[src/rtl/irq_trap_pkg.sv]
package irq_trap_pkg;

    localparam int PC_W     = 16;
    localparam int VEC_W    = 4;
    localparam int IRQ_STEP = 4;

    localparam logic [PC_W-1:0]  DBG_VEC  = 16'h0003;
    localparam logic [PC_W-1:0]  USR_VEC  = 16'h0046;
    localparam logic [PC_W-1:0]  IRQ_BASE = 16'h0010;
    localparam logic [VEC_W-1:0] USR_CODE = 4'hF;

    typedef enum logic [1:0] {
        SRC_NONE,
        SRC_IRQ,
        SRC_USR,
        SRC_DBG
    } src_e;

    typedef struct packed {
        logic             fire;
        src_e             src;
        logic [PC_W-1:0]  addr;
        logic [VEC_W-1:0] code;
    } take_t;

    function automatic logic [PC_W-1:0] irq_vector(input int idx);
        return IRQ_BASE + PC_W'(idx * IRQ_STEP);
    endfunction

    function automatic logic [VEC_W-1:0] irq_code(input int idx);
        return VEC_W'(idx + 1);
    endfunction

endpackage

[src/rtl/irq_pend_arb.sv]
module irq_pend_arb #(
    parameter int N = 8
) (
    input  logic                              clk,
    input  logic                              rst,
    input  logic [N-1:0]                      req,
    input  logic                              ack,
    output logic                              any,
    output logic [((N > 1) ? $clog2(N) : 1)-1:0] idx,
    output logic [N-1:0]                      grant
);
    localparam int IDX_W = (N > 1) ? $clog2(N) : 1;

    logic [N-1:0] pend;

    always_ff @(posedge clk) begin
        if (rst) pend <= '0;
        else     pend <= (pend & ~(grant & {N{ack}})) | req;
    end

    // highest index wins
    always_comb begin
        grant = '0;
        idx   = '0;
        any   = |pend;
        for (int i = 0; i < N; i++) begin
            if (pend[i]) begin
                grant    = '0;
                grant[i] = 1'b1;
                idx      = IDX_W'(i);
            end
        end
    end


    grant_onehot_chk: assert property (@(posedge clk) disable iff (rst)
        $onehot0(grant));


    ack_clears_winner_chk: assert property (@(posedge clk) disable iff (rst)
        ack |=> ((pend & $past(grant) & ~$past(req)) == '0));

endmodule

[src/rtl/trap_delay.sv]
module trap_delay #(
    parameter int LAT = 4
) (
    input  logic clk,
    input  logic rst,
    input  logic req,
    input  logic ack,
    output logic pend,
    output logic ready
);
    localparam int CW = $clog2(LAT + 1);

    logic [CW-1:0] cnt;

    always_ff @(posedge clk) begin
        if (rst || ack) begin
            pend <= 1'b0;
            cnt  <= '0;
        end else if (!pend) begin
            if (req) begin
                pend <= 1'b1;
                cnt  <= CW'(1);
            end
        end else if (cnt != CW'(LAT)) begin
            cnt <= cnt + CW'(1);
        end
    end

    assign ready = pend && (cnt == CW'(LAT));


    ready_after_pend_chk: assert property (@(posedge clk) disable iff (rst)
        ready |-> $past(pend));

endmodule

[src/rtl/irq_trap_ctrl.sv]
module irq_trap_ctrl
    import irq_trap_pkg::*;
#(
    parameter int NIRQ     = 8,
    parameter int TRAP_LAT = 4,
    parameter int MAP_W    = 2,
    parameter int ROM_MAP  = 1
) (
    input  logic              clk,
    input  logic              rst,
    input  logic [NIRQ-1:0]   irq_req,
    input  logic              usr_trap_req,
    input  logic              bkpt_req,
    input  logic              trap_pin_i,
    input  logic              trap_pin_is_out,
    input  logic              insn_done,
    input  logic              ireturn,
    input  logic [PC_W-1:0]   pc_in,
    input  logic [MAP_W-1:0]  map_cfg,
    output logic              vec_taken,
    output logic [PC_W-1:0]   vec_addr,
    output logic [VEC_W-1:0]  vec_code,
    output logic [PC_W-1:0]   ret_addr,
    output logic [MAP_W-1:0]  map_sel,
    output logic              trap_pin_oe,
    output logic              trap_pin_o
);
    localparam int IDX_W  = (NIRQ > 1) ? $clog2(NIRQ) : 1;
    localparam int NTRAP  = 2;
    localparam int T_DBG  = 0;
    localparam int T_USR  = 1;

    logic [NTRAP-1:0] trap_req, trap_ack, trap_pend, trap_ready;
    logic             irq_any, irq_ack;
    logic [IDX_W-1:0] irq_idx;
    logic [NIRQ-1:0]  irq_grant;
    logic             in_isr, dbg_active;
    take_t            take;

    assign trap_req[T_DBG] = bkpt_req | (trap_pin_i & ~trap_pin_is_out);
    assign trap_req[T_USR] = usr_trap_req;

    for (genvar t = 0; t < NTRAP; t++) begin : g_trap
        trap_delay #(.LAT(TRAP_LAT)) u_dly (
            .clk   (clk),
            .rst   (rst),
            .req   (trap_req[t]),
            .ack   (trap_ack[t]),
            .pend  (trap_pend[t]),
            .ready (trap_ready[t])
        );
    end

    irq_pend_arb #(.N(NIRQ)) u_arb (
        .clk   (clk),
        .rst   (rst),
        .req   (irq_req),
        .ack   (irq_ack),
        .any   (irq_any),
        .idx   (irq_idx),
        .grant (irq_grant)
    );

    always_comb begin
        take = '{fire: 1'b0, src: SRC_NONE, addr: '0, code: '0};
        if (insn_done) begin
            if (trap_ready[T_DBG]) begin
                take = '{fire: 1'b1, src: SRC_DBG, addr: DBG_VEC, code: '0};
            end else if (trap_ready[T_USR]) begin
                take = '{fire: 1'b1, src: SRC_USR, addr: USR_VEC, code: USR_CODE};
            end else if (irq_any && (!in_isr || ireturn)) begin
                take = '{fire: 1'b1, src: SRC_IRQ,
                         addr: irq_vector(int'(irq_idx)),
                         code: irq_code(int'(irq_idx))};
            end
        end
    end

    assign trap_ack[T_DBG] = take.fire && (take.src == SRC_DBG);
    assign trap_ack[T_USR] = take.fire && (take.src == SRC_USR);
    assign irq_ack         = take.fire && (take.src == SRC_IRQ);

    always_ff @(posedge clk) begin
        if (rst) begin
            vec_taken  <= 1'b0;
            vec_addr   <= '0;
            vec_code   <= '0;
            ret_addr   <= '0;
            in_isr     <= 1'b0;
            dbg_active <= 1'b0;
        end else begin
            vec_taken <= take.fire;
            if (take.fire) vec_addr <= take.addr;
            if (take.fire && take.src != SRC_DBG) vec_code <= take.code;
            else if (ireturn)                     vec_code <= '0;
            in_isr     <= take.fire | (in_isr & ~ireturn);
            dbg_active <= (take.fire && take.src == SRC_DBG) | (dbg_active & ~ireturn);
            if (take.fire || !in_isr || ireturn) ret_addr <= pc_in;
        end
    end

    assign map_sel     = dbg_active ? MAP_W'(ROM_MAP) : map_cfg;
    assign trap_pin_oe = trap_pin_is_out;
    assign trap_pin_o  = trap_pin_is_out & trap_pend[T_DBG];


    take_at_boundary_chk: assert property (@(posedge clk) disable iff (rst)
        vec_taken |-> $past(insn_done));


    isr_masks_irq_chk: assert property (@(posedge clk) disable iff (rst)
        (vec_taken && $past(in_isr) && !$past(ireturn))
            |-> (vec_addr == DBG_VEC || vec_addr == USR_VEC));


    dbg_keeps_code_chk: assert property (@(posedge clk) disable iff (rst)
        (vec_taken && vec_addr == DBG_VEC && !$past(ireturn))
            |-> (vec_code == $past(vec_code)));


    idle_code_zero_chk: assert property (@(posedge clk) disable iff (rst)
        !in_isr |-> (vec_code == '0));

endmodule

[config.mk]
export PLATFORM = sky130hd
export DESIGN_NAME = irq_trap_ctrl
export DESIGN_NICKNAME = d
export VERILOG_FILES = /design/src/rtl/irq_trap_pkg.sv /design/src/rtl/irq_pend_arb.sv /design/src/rtl/trap_delay.sv /design/src/rtl/irq_trap_ctrl.sv
export SDC_FILE = /design/constraint.sdc
export NUM_CORES = 1
export LEC_CHECK = 0
export ABC_AREA = 1
export BUFFER_PORTS_ARGS = -buffer_cell sky130_fd_sc_hd__buf_4
export CAP_MARGIN = 0
export CORE_MARGIN = 4
export CORE_UTILIZATION = 54
export CTS_CLUSTER_DIAMETER = 200
export CTS_CLUSTER_SIZE = 10
export DETAILED_ROUTE_END_ITERATION = 16
export MAX_ROUTING_LAYER = met4
export PLACE_DENSITY = 0.85
export RECOVER_POWER = 25
export SLEW_MARGIN = 20
export SYNTH_ARGS = -nofsm -noshare
export SYNTH_HDL_FRONTEND = slang
export SYNTH_HIERARCHICAL = 1
export SYNTH_SLANG_ARGS = --single-unit
[constraint.sdc]
create_clock -name clk -period 4.9 [get_ports clk]
set_input_delay 0.245 -clock clk [delete_from_list [all_inputs] [get_ports clk]]
set_output_delay 0.245 -clock clk [all_outputs]
set_load 0.05 [all_outputs]
==> impl_results.md <==
* YS warnings at 6
* Placed insts at ~400
* Cells after synthesis at between 200 and 300
* RSZ-0062 raised after global routing: no
* Clk root buf: clkbuf_8
* Largest net degree at the start of global routing at 25
* Setup TNS at 0 ns
* Cell Count, Final, Fillers Out at 410
* Overall Power at around 860 uW
* Cts hold-fix bufs at 0
* Die Width at roughly 70 um
* Pins Over Slew Limit at 0
* Maximum clock frequency at 420 MHz
* Reg clk slew, reported paths at around 0.08 ns
* Cell Chain, Critical Path: inv_1 > ha_1 > nand3_2 > inv_1 > o21ai_4 > nand2_4 > nand2_1 > nor3_1 > inv_1 > o21ai_0 > a21oi_1
* Sw frac at between 30 and 40%
* Tmin final at 2.38 ns
* Grt ovf at 0
* MaxCap Viol Count at 0
* CTS tree: built
* Vias/cell at roughly 5
* Mapped cell area at 2190 um2
* Least-Margin Pin Slew at 0.634 ns
* Final wirelength at around 5000 um
* # IOs at 75
* Final ANT Viol Nets at 0
* Type of the worst min-delay path: input port to flip-flop
* Reg2reg setup slack at 2.52 ns
* P&R area growth vs syn at 22.3%
* Final hold viol count at 0
* Initial antenna violation count at 0
* Die Y at 71.6 um
* Crit path launch type: flip-flop
* Layout Utilization at a little over two thirds
* Vias at ~2.1k
* CP peak stage delay at 0.48 ns
* Gr usage total at roughly 19%
* Avg Cell Area, Syn at roughly 7.4 um2
* DRT iter0 DRCs at 105
* Share of cells above drive strength 1 at a little under a quarter
* Pre-CTS setup slack at ~2.5 ns
* Net Sw Power at about 300 uW
* Routability cong. at 0.894
* Crit end category: flip-flop
* # DRC at 0
* Clock Power Share at a little over a quarter
* Setup Viol. Count Final at 0
* Post_cts resized at 0
* Buffers & Inverters on Critical Path at 3
* Vias in the first global route at 1940
* WP data required at ~5.1 ns
* Detailed placer's ending HPWL at roughly 3700 um
* Clock skew at 0.00798 ns
* CP Class: flip-flop to flip-flop
* Global-route wire length before repair at 8000 um
* Worst rel slew slack at a little under 60%
* Most used cell, CP: inv_1
* Comb power frac at between 20% and 30%
* Final net count at 400
* DIE AREA at 5130 um2
* Internal power at between 500 and 600 uW
* Core area at ~3800 um2
* Setup Fix Bufs, Post-CTS at 0
* WL/cell at 12.0 um
* Clk Latency, worst-skew pair at about 0.3 ns
* Number of buffers created by CTS at 5
* Crit path max-delay family: simple AND/OR/NAND/NOR gates
* Sequential Power Share at roughly half
* Status: finished, final reports clean
* Maximum VDD drop at about 240 uV
* Largest fanout on the critical path at 6
* Worst setup margin at 2.52 ns
* CTS max path bufs at 2
* DR pass1 iterations at 5
* Clock sink total at 46
* Slowest cell on crit path: nor3_1
* P per Cell Area at between 300 and 400 nW/um2
* Leakage power at ~0.0013 uW
* H-tree depth at 2
* Starting Density at ~58%
* Cell Rows at 22
* Crit path arrival time at roughly 2.6 ns
* Buffers on Ports at 65
* Period utilization at between 40% and 50%
* Diodes inserted at 0
-- registers in the layout (all words and copies together), names as in the netlist --
register / count
dbg_active: 1
g_trap.u_dly/cnt: 6
g_trap.u_dly/pend: 2
in_isr: 1
ret_addr: 16
u_arb/pend: 8
vec_addr: 7
vec_code: 4
vec_taken: 1
-- power groups by stage --
stage	Clock [uW]	Combinational, uW	Sequential (uW)
floorplan	0	113	476
global placement	0	220	424
detailed placement	0	225	425
CTS	235	226	416
global route	252	235	419
finish	229	216	416
-- path summary, 6_finish.rpt --
path	from	to	cells after the start
max	g_trap[1].u_dly/cnt[0]	u_arb/pend[5]	11
max reg2reg	g_trap[1].u_dly/cnt[0]	u_arb/pend[5]	11
min reg2reg	u_arb/pend[2]	u_arb/pend[2]	2
min	irq_req[7]	u_arb/pend[7]	3
-- cell type report --
cell class / instances / area, um2
Clock buffer: 5 / 68.8
Clock inverter: 3 / 21.3
Tap cell: 48 / 60.1
Inverter: 43 / 161
Fill cell: 337 / 1120
Timing Repair Buffer: 65 / 417
Multi-Input combinational cell: 200 / 1020
Sequential cell: 46 / 921
-- worst min-delay path: stages --
cell and delay (ns):
buf_4 0.08, a21oi_1 0.03, nor2_1 0.06
-- cell usage in the layout, fill, tap and decap left out, drive strengths merged --
cell type and n:
nand3 27, o21ai 25, o21bai 1, nand2 49, a21oi 27, conb 9, xor2 1, clkinv 2
nor2 50, nand4 3, ha 5, buf 46, clkinvlp 1, nor3 2, dfxtp 46, clkbuf 24
inv 43, or2 1
-- per-layer routing --
metal / part of all wire, % / GRT usage (%) / routed length [um] / up-vias
met5: 0 / - / 0 / -
met4: 1.9 / 6.68 / 93 / 0
met3: 6.6 / 6.45 / 326 / 10
met2: 50 / 33.9 / 2460 / 58
met1: 41 / 20.6 / 2020 / 946
li1: - / - / - / 1044
-- metrics by stage --
step	hold slack (ns)	instance area [um2]
after detailed placement	0.455	2660
after floorplan	0.314	2220
after global placement	0.450	2660
after global routing	0.168	2670
after CTS	0.143	2750
final	0.149	2670
Note: power is estimated with default switching activity, not from simulation.
